$ cat config.mk
export PLATFORM = sky130hd
export DESIGN_NAME = pbus_bridge
export DESIGN_NICKNAME = d
export VERILOG_FILES = /design/src/rtl/pbus_bridge_pkg.sv /design/src/rtl/pbus_bridge_fsm.sv /design/src/rtl/pbus_bridge_latch.sv /design/src/rtl/pbus_bridge_decode.sv /design/src/rtl/pbus_bridge.sv
export SDC_FILE = /design/constraint.sdc
export NUM_CORES = 1
export LEC_CHECK = 0
export ABC_CLOCK_PERIOD_IN_PS = 1830
export BUFFER_PORTS_ARGS = -buffer_cell sky130_fd_sc_hd__clkbuf_2
export CAP_MARGIN = 40
export CORE_AREA = 2 2 104 106
export CTS_CLUSTER_SIZE = 20
export DETAILED_ROUTE_END_ITERATION = 16
export DIE_AREA = 0 0 106 108
export PLACE_DENSITY = 0.72
export SETUP_SLACK_MARGIN = 0.05
export SLEW_MARGIN = 25
export SYNTH_ARGS = -nofsm -noshare
export SYNTH_HDL_FRONTEND = slang
export SYNTH_SLANG_ARGS = --single-unit
$ cat constraint.sdc
create_clock -name clk_i -period 1.83 [get_ports clk_i]
set_clock_uncertainty 0.1 [all_clocks]
set_input_delay 0.0915 -clock clk_i [delete_from_list [all_inputs] [get_ports clk_i]]
set_output_delay 0.0915 -clock clk_i [all_outputs]
set_load 0.05 [all_outputs]
$ cat src/rtl/pbus_bridge_pkg.sv
package pbus_bridge_pkg;
  typedef enum logic [1:0] {
    ST_IDLE   = 2'd0,
    ST_SETUP  = 2'd1,
    ST_ENABLE = 2'd2
  } pbus_state_e;
endpackage

$ cat src/rtl/pbus_bridge_fsm.sv
module pbus_bridge_fsm
  import pbus_bridge_pkg::*;
(
  input  logic        clk_i,
  input  logic        rst_ni,
  input  logic        start_i,
  output pbus_state_e state_o
);
  pbus_state_e state_d, state_q;

  always_comb begin
    state_d = state_q;
    unique case (state_q)
      ST_IDLE:   state_d = start_i ? ST_SETUP : ST_IDLE;
      ST_SETUP:  state_d = ST_ENABLE;
      ST_ENABLE: state_d = start_i ? ST_SETUP : ST_IDLE; // back-to-back skips idle
      default:   state_d = ST_IDLE;
    endcase
  end

  always_ff @(posedge clk_i or negedge rst_ni) begin
    if (!rst_ni) state_q <= ST_IDLE;
    else         state_q <= state_d;
  end

  assign state_o = state_q;
endmodule

$ cat src/rtl/pbus_bridge_latch.sv
module pbus_bridge_latch #(
  parameter int unsigned AW = 16,
  parameter int unsigned DW = 32
) (
  input  logic          clk_i,
  input  logic          rst_ni,
  input  logic          load_i,
  input  logic [AW-1:0] addr_i,
  input  logic          write_i,
  input  logic          wcap_i,
  input  logic [DW-1:0] wdata_i,
  output logic [AW-1:0] addr_o,
  output logic          write_o,
  output logic [DW-1:0] wdata_o
);
  // Registers load only on a new transfer, so idle lines stay quiet.
  always_ff @(posedge clk_i or negedge rst_ni) begin
    if (!rst_ni) begin
      addr_o  <= '0;
      write_o <= 1'b0;
    end else if (load_i) begin
      addr_o  <= addr_i;
      write_o <= write_i;
    end
  end

  always_ff @(posedge clk_i or negedge rst_ni) begin
    if (!rst_ni)     wdata_o <= '0;
    else if (wcap_i) wdata_o <= wdata_i;
  end
endmodule

$ cat src/rtl/pbus_bridge_decode.sv
module pbus_bridge_decode #(
  parameter int unsigned AW         = 16,
  parameter int unsigned REGION_LSB = 12,
  parameter int unsigned N_PERIPH   = 4
) (
  input  logic [AW-1:0]       addr_i,
  output logic [N_PERIPH-1:0] sel_o
);
  localparam int unsigned FW = AW - REGION_LSB;

  logic [FW-1:0] field;
  assign field = addr_i[AW-1:REGION_LSB];

  for (genvar k = 0; k < N_PERIPH; k++) begin : g_sel
    assign sel_o[k] = (field == FW'(k));
  end
endmodule

$ cat src/rtl/pbus_bridge.sv
module pbus_bridge
  import pbus_bridge_pkg::*;
#(
  parameter int unsigned AW         = 16,
  parameter int unsigned DW         = 32,
  parameter int unsigned REGION_LSB = 12,
  parameter int unsigned N_PERIPH   = 4
) (
  input  logic                   clk_i,
  input  logic                   rst_ni,
  input  logic                   sys_sel_i,
  input  logic                   sys_valid_i,
  input  logic [AW-1:0]          sys_addr_i,
  input  logic                   sys_write_i,
  input  logic [DW-1:0]          sys_wdata_i,
  output logic                   sys_ready_o,
  output logic [DW-1:0]          sys_rdata_o,
  output logic [AW-1:0]          per_addr_o,
  output logic                   per_write_o,
  output logic [N_PERIPH-1:0]    per_sel_o,
  output logic                   per_enable_o,
  output logic [DW-1:0]          per_wdata_o,
  input  logic [N_PERIPH*DW-1:0] per_rdata_i
);
  pbus_state_e         state;
  logic                accept, in_setup, in_enable, wcap;
  logic [DW-1:0]       wdata_q;
  logic [N_PERIPH-1:0] dec_sel;

  assign in_setup    = (state == ST_SETUP);
  assign in_enable   = (state == ST_ENABLE);
  assign sys_ready_o = !in_setup;
  assign accept      = sys_sel_i && sys_valid_i && sys_ready_o;
  assign wcap        = in_setup && per_write_o;

  pbus_bridge_fsm i_fsm (
    .clk_i   (clk_i),
    .rst_ni  (rst_ni),
    .start_i (accept),
    .state_o (state)
  );

  pbus_bridge_latch #(.AW(AW), .DW(DW)) i_latch (
    .clk_i   (clk_i),
    .rst_ni  (rst_ni),
    .load_i  (accept),
    .addr_i  (sys_addr_i),
    .write_i (sys_write_i),
    .wcap_i  (wcap),
    .wdata_i (sys_wdata_i),
    .addr_o  (per_addr_o),
    .write_o (per_write_o),
    .wdata_o (wdata_q)
  );

  pbus_bridge_decode #(.AW(AW), .REGION_LSB(REGION_LSB), .N_PERIPH(N_PERIPH)) i_dec (
    .addr_i (per_addr_o),
    .sel_o  (dec_sel)
  );

  assign per_sel_o    = (in_setup || in_enable) ? dec_sel : '0;
  assign per_enable_o = in_enable;
  // Setup forwards the data phase directly; enable uses the captured copy.
  assign per_wdata_o  = wcap ? sys_wdata_i : wdata_q;

  always_comb begin
    sys_rdata_o = '0;
    if (in_enable && !per_write_o) begin
      for (int k = 0; k < int'(N_PERIPH); k++) begin
        if (dec_sel[k]) sys_rdata_o = per_rdata_i[k*DW +: DW];
      end
    end
  end
endmodule

==> results_dict.tcl, run 1 <==
set metrics [dict create \
    vdd.ir_drop.worst_mv 1.32 \
    final-hold-violation-count 0 \
    grt_start_max_net_pins 52 \
    maxSlewHeadroom 0.737 \
    wl_met3_um 1130 \
    drcViolationCount 0 \
    leading_post_synthesis_cells_by_instance_count "81 x mux2_2, 51 x dfrtp_1, 35 x nor2_1" \
    post-synth-top-area-cell "dfrtp_1" \
    antenna_violating_nets_post_route 0 \
    synth_area_leaders "dfrtp_1 41%, mux2_2 29%, o22ai_2 11%" \
    clk_latency_ns 0.30 \
    ys_types 23 \
    drtPass1Iterations 4 \
    max-clock-path-buffers 2 \
    fin_hold_ws_ns 0.0490 \
    worstReg2RegStart "i_fsm.state_o[1]" \
    io-pin-count 268 \
    stdcell_count 755 \
    outcome "finished with violations" \
    core_um2 10200 \
    port_bufs 267 \
    totalNegativeSetupSlack_ns -14.97 \
    finalInstanceArea_um2 7330 \
    antenna_found_initial 0 \
    die_y_um 108 \
    clock_tree.root_cell "clkbuf_8" \
    areaGrowthSynthToFinish_pct 133 \
    worstReg2RegEnd "i_latch.addr_o[5]" \
    final-setup-viol-count 65 \
    final_min_period_over_clock_period 1.17 \
    post_route_cells_drive_above_1_share 0.793 \
    hpwl_um 9070 \
    vias 3700 \
    required_time_of_the_critical_path_ns 1.64 \
    synth-async-reset-ratio 1.00 \
    synth-edff-count 0 \
    min_period_ns 2.15 \
    clock_tree_from_tritoncts "yes" \
    rows 37 \
    cp_cell_sequence "or4b_4 -> buf_12 -> o22ai_2 -> nor2_4 -> clkbuf_8" \
    die_w_um 106 \
    critical_path.endpoint_type "output pin" \
    crit_arrival_ns 1.96 \
    synth_sequential_area_ratio 0.406 \
    worstRegToRegCells 7 \
    timing.critical_path.slowest_stage_cell "or4b_4" \
    cp_startpoint "i_latch.addr_o[15]" \
    power_density_nw_per_um2 1080 \
    met2_length_um 8370 \
    critPathLaunchType "register" \
    final_net_count 804 \
    clock_sinks 51 \
    route.top_layer_used "met4" \
    post_synth_inst_count 275 \
    synthesis.area_per_instance_um2 11.4 \
    grt_first_pass_wirelength_um 21100 \
    postSynth.topFlopCell "dfrtp_1" \
    total_clock_buffers_created_by_cts 5 \
    clk_transition_reported_paths_ns 0.09 \
    die_area_um2 11400 \
    placed_cells_incl_taps 677 \
    grt_pass1_vias 4049 \
    globalRouteTotalUtil 0.239 \
    worstHoldPathType "in2reg" \
    cellLeakagePower_nw 3.45 \
    fmax_ghz 0.466 \
    initial_utilization 0.307 \
    yosys_warnings 0 \
    synth-seq-cells 51 \
    vias_per_std_cell 4.90 \
    worstMarginPinSlew_ns 0.390 \
    placement.cell_area_um2 5400 \
    cell_with_the_most_instances_after_synthesis "mux2_2" \
    setup_ws_ns -0.318 \
    violated_checks "negative setup slack" \
    critPathMaxStageDelay_ns 0.61 \
    synth_top_area_frac 0.406 \
    max-cap-violations 0 \
    crit_path_max_fanout 11 \
    htreeDepth 2 \
    grt.overflow.total 0 \
    timing.final.max_slew_violations 0 \
    critical_path.endpoint "sys_rdata_o[15]" \
    wire_per_inst_um 20.0 \
    n_antenna_cell 0 \
    drt-initial-drc-count 101 \
    finalWeightedCongestion 0.841 \
    totalWireLength_um 15100 \
    path_class "reg2out" \
    post_synth_instance_area_um2 3140 \
    nets_in_the_synthesized_netlist 461 \
    drt-met1-wl_um 5140 \
    rsz_0062_raised_after_global_routing "yes" \
    reg2reg_slack_ns 0.05 \
]
[cell families after synthesis]
group,synth area share
flip-flops,0.406
adder cells (fa/ha/maj),0.0199
buffers and inverters,0.0446
AO/OA/AOI/OAI,0.171
AND/OR/NAND/NOR,0.0685
multiplexers,0.290
[final cells by class]
cell class | count | area (um2)
clock buffer | 8 | 100
fill | 672 | 2900
sequential | 51 | 1280
timing repair buffer | 358 | 3280
multi-input combinational | 197 | 2470
tap | 136 | 170
inverter | 5 | 25.0
[sequential cells by signal, indices dropped and copies added, names as in the netlist]
register	count
i_fsm.state_o	2
i_latch.addr_o	16
i_latch.write_o	1
i_latch.wdata_o	32
[critical path: cells and delay by family (launching register included)]
kind,cells,cell delay [ns]
and+or+nand+nor,2,0.67
DFF,1,0.41
buffers and inverters,2,0.37
AOI/OAI and AO/OA,1,0.19
[metal layers]
layer  up-vias  GRT usage
met2       196      0.464
li1       1682          -
met4         0     0.0883
met5         -          0
met3        29     0.0735
met1      1793      0.240
[per-stage QoR]
stage,setup slack [ns],power [mW],utilization
2_1_floorplan,-0.157,4.32,-
3_3_place_gp,-0.217,5.18,0.527
3_5_place_dp,-0.233,5.25,0.527
4_1_cts,-0.364,7.36,0.680
5_1_grt,-0.396,8.18,0.716
6_report,-0.318,7.94,0.716
[where the power goes]
part | internal, mW | leakage, nW | switching [mW] | total (mW)
Combinational | 2.56 | 2.81 | 2.88 | 5.44
Clock | 0.346 | 0.0515 | 0.384 | 0.731
Sequential | 1.54 | 0.594 | 0.221 | 1.76
[worst min-delay path by stage]
stage | cells past startpoint | from | end | slack, ns
3_5_place_dp | 2 | rst_ni | i_latch.wdata_o[8] | 0.01
6_report | 3 | sys_wdata_i[11] | i_latch.wdata_o[11] | 0.05
3_3_place_gp | 2 | rst_ni | i_latch.wdata_o[9] | 0.001
5_1_grt | 3 | sys_wdata_i[11] | i_latch.wdata_o[11] | 0.04
2_1_floorplan | 0 | rst_ni | i_fsm.state_o[0] | -0.30
4_1_cts | 3 | sys_wdata_i[11] | i_latch.wdata_o[11] | 0.03
[what timing repair did]
action,CTS,global route
setup buffers,4,12
setup endpoints to repair,68,83
cloned,4,3
pin swaps,2,13
hold endpoints to repair,98,0
gates resized for setup,181,80
hold buffers,48,0
[cell usage in the layout (no fill, tap or decap), drive strengths merged]
| master | Yosys | final |
|---|---|---|
| o21ai | 31 | 31 |
| nor2 | 35 | 35 |
| ha | 5 | 5 |
| mux2 | 81 | 81 |
| clkinvlp | 0 | 1 |
| dlygate4sd3 | 0 | 48 |
| dfrtp | 51 | 51 |
| nand4bb | 1 | 1 |
| or4b | 2 | 2 |
| nand2 | 3 | 3 |
| nor2b | 1 | 1 |
| and3 | 1 | 1 |
| clkbuf | 9 | 228 |
| nor3 | 2 | 2 |
| nor4b | 1 | 1 |
| inv | 5 | 4 |
| nand3 | 2 | 2 |
| buf | 13 | 90 |
| o211ai | 1 | 1 |
| o22ai | 31 | 31 |
Power figures use the tool's default switching activity.
==> run 2, diff against run 1 <==
CORE_AREA = unset   (was 2 2 104 106)
CORE_ASPECT_RATIO = 0.75   (was unset)
CORE_UTILIZATION = 25   (was unset)
DIE_AREA = unset   (was 0 0 106 108)
PLACE_DENSITY = 0.62   (was 0.72)
==> run 2 against run 1 <==
Non-clock buffer count rose by 17. Critical path depth unchanged. Sequential cell count is the same. Register-to-register slack lost 0.06 ns. Clock power up 30%. Global-route usage is 3.2 points lower. Core utilization decreased by 11 points. Setup slack better by 0.016 ns. Via count shrank 0.16%. Largest power group unchanged. Clock-buffer cell count shrank 2. The flow still finishes with violations (negative setup slack). Hold slack got worse by 0.018 ns. Final area increased by 1.9%.
==> results_dict.tcl, run 2 (same netlist as run 1, synthesis figures left out) <==
set metrics [dict create \
    outcome "finished with violations" \
    violated_checks "negative setup slack" \
    cp_cell_sequence "or4b_4 -> buf_6 -> o22ai_2 -> nor2_4 -> clkbuf_4" \
    total_clock_buffers_created_by_cts 5 \
    port_bufs 267 \
    critPathLaunchType "register" \
    hpwl_um 8990 \
    crit_arrival_ns 1.94 \
    antenna_violating_nets_post_route 0 \
    drtPass1Iterations 4 \
    antenna_found_initial 0 \
    drcViolationCount 0 \
    worstMarginPinSlew_ns 0.734 \
    grt_start_max_net_pins 34 \
    fmax_ghz 0.469 \
    globalRouteTotalUtil 0.207 \
    min_from "sys_addr_i[12]" \
    vdd.ir_drop.worst_mv 0.745 \
    timing.critical_path.buf_inv 2 \
    crit_family "simple AND/OR/NAND/NOR gates" \
    initial_utilization 0.256 \
    vias 3694 \
    final_min_period_over_clock_period 1.16 \
    vias_per_std_cell 4.61 \
    wire_per_inst_um 18.1 \
    power_mw 8.26 \
    max-clock-path-buffers 2 \
    timing.final.max_slew_violations 0 \
    min_period_ns 2.13 \
    worstReg2RegStart "i_fsm.state_o[1]" \
    layout.cells.most_common_list "198 x clkbuf_2, 49 x mux2_4, 46 x dfrtp_1, 44 x dlygate4sd3_1, 40 x buf_4" \
    post_route_cells_drive_above_1_share 0.795 \
    finalWeightedCongestion 0.867 \
    grt_first_pass_wirelength_um 20900 \
    grt.overflow.total 0 \
    cellLeakagePower_nw 3.52 \
    drt-initial-drc-count 110 \
    io-pin-count 268 \
    power_density_nw_per_um2 1110 \
    grt_pass1_vias 3851 \
    die_w_um 131 \
    cp_startpoint "i_latch.addr_o[15]" \
    largest_register "i_latch.wdata_o" \
    clock_sinks 51 \
    worstHoldPathType "in2reg" \
    setup_ws_ns -0.302 \
    maxSlewHeadroom 0.511 \
    required_time_of_the_critical_path_ns 1.64 \
    clk_transition_reported_paths_ns 0.06 \
    rsz_0062_raised_after_global_routing "yes" \
    totalWireLength_um 14500 \
    final_net_count 821 \
    stdcell_count 801 \
    path_class "reg2out" \
    layout_commonest_cell "clkbuf_2" \
    htreeDepth 2 \
    largest_register_ffs 32 \
    areaGrowthSynthToFinish_pct 137 \
    crit_path_max_fanout 8 \
    rows 35 \
    timing.critical_path.slowest_stage_cell "or4b_4" \
    core_um2 12300 \
    final-setup-viol-count 79 \
    die_area_um2 13000 \
    critical_path.endpoint_type "output pin" \
    clk_latency_ns 0.29 \
    n_antenna_cell 0 \
    final-hold-violation-count 0 \
    placed_cells_incl_taps 719 \
    max-cap-violations 0 \
    clock_tree.root_cell "clkbuf_16" \
    critPathMaxStageDelay_ns 0.60 \
    clock_tree_from_tritoncts "yes" \
    die_y_um 99.1 \
]
run 2: changes by cell type in the layout (fill, tap and decap cells not counted), moves of 7 or more:
cell / delta
clkbuf_8: -9
o21ai_1: +9
o21ai_2: -7
clkbuf_16: +7
buf_4: +20
buf_12: -8
run 2: routing by layer:
| layer | track usage | wire (um) | part of all wire | vias up |
|---|---|---|---|---|
| met3 | 0.0336 | 545 | 0.038 | 26 |
| met4 | 0.0608 | 379 | 0.026 | 0 |
| met2 | 0.378 | 7520 | 0.52 | 136 |
| met5 | 0 | 0 | 0 | - |
| met1 | 0.253 | 6050 | 0.42 | 1807 |
| li1 | - | - | - | 1725 |
run 2: area by class of cell:
cell class / instances / area, um2
inverter: 5 / 25.0
fill: 951 / 4800
tap: 166 / 208
timing repair buffer: 375 / 3350
sequential: 51 / 1280
clock inverter: 1 / 5.00
multi-input combinational: 197 / 2450
clock buffer: 6 / 139
run 2: repair_timing:
item / in CTS / in global routing
pin swaps: 5 / 12
gates resized for setup: 194 / 77
hold endpoints to repair: 67 / 0
endpoints found under the setup margin: 68 / 84
hold buffers: 44 / 0
setup buffers: 8 / 19
cloned: 4 / 2
run 2: final timing paths:
check / to / slack (ns) / depth (start not counted)
max: sys_rdata_o[25] / -0.30 / 5
min: i_latch.addr_o[12] / 0.03 / 2
max reg2reg: i_latch.addr_o[1] / -0.01 / 8
min reg2reg: i_latch.addr_o[9] / 0.41 / 1
max in group asynchronous: i_latch.addr_o[3] / 0.63 / 3
min in group asynchronous: i_latch.wdata_o[10] / 0.29 / 2
run 2: through the flow:
step	setup TNS (ns)	instance area (um2)	setup WS, ns	hold WS [ns]	util
2_1_floorplan	-3.64	3560	-0.157	-0.304	-
3_3_place_gp	-5.15	5440	-0.235	0.0321	0.443
3_5_place_dp	-5.77	5440	-0.271	0.0507	0.443
4_1_cts	-13.86	7080	-0.317	0.00902	0.577
5_1_grt	-19.33	7460	-0.371	0.0205	0.609
6_report	-14.62	7460	-0.302	0.0306	0.609
run 2: where the power goes:
| group | total (mW) | leakage [nW] | switching [mW] | internal (mW) |
|---|---|---|---|---|
| Combinational | 5.57 | 2.85 | 2.88 | 2.70 |
| Clock | 0.953 | 0.0727 | 0.418 | 0.535 |
| Sequential | 1.74 | 0.594 | 0.196 | 1.54 |
run 2: worst register-to-register path: cells and delay by family, from the launching register on:
kind | cells | cell delay [ns]
buffers and inverters | 5 | 0.59
DFF | 1 | 0.44
muxes | 1 | 0.31
adders and majority gates | 1 | 0.19
and+or+nand+nor | 1 | 0.12
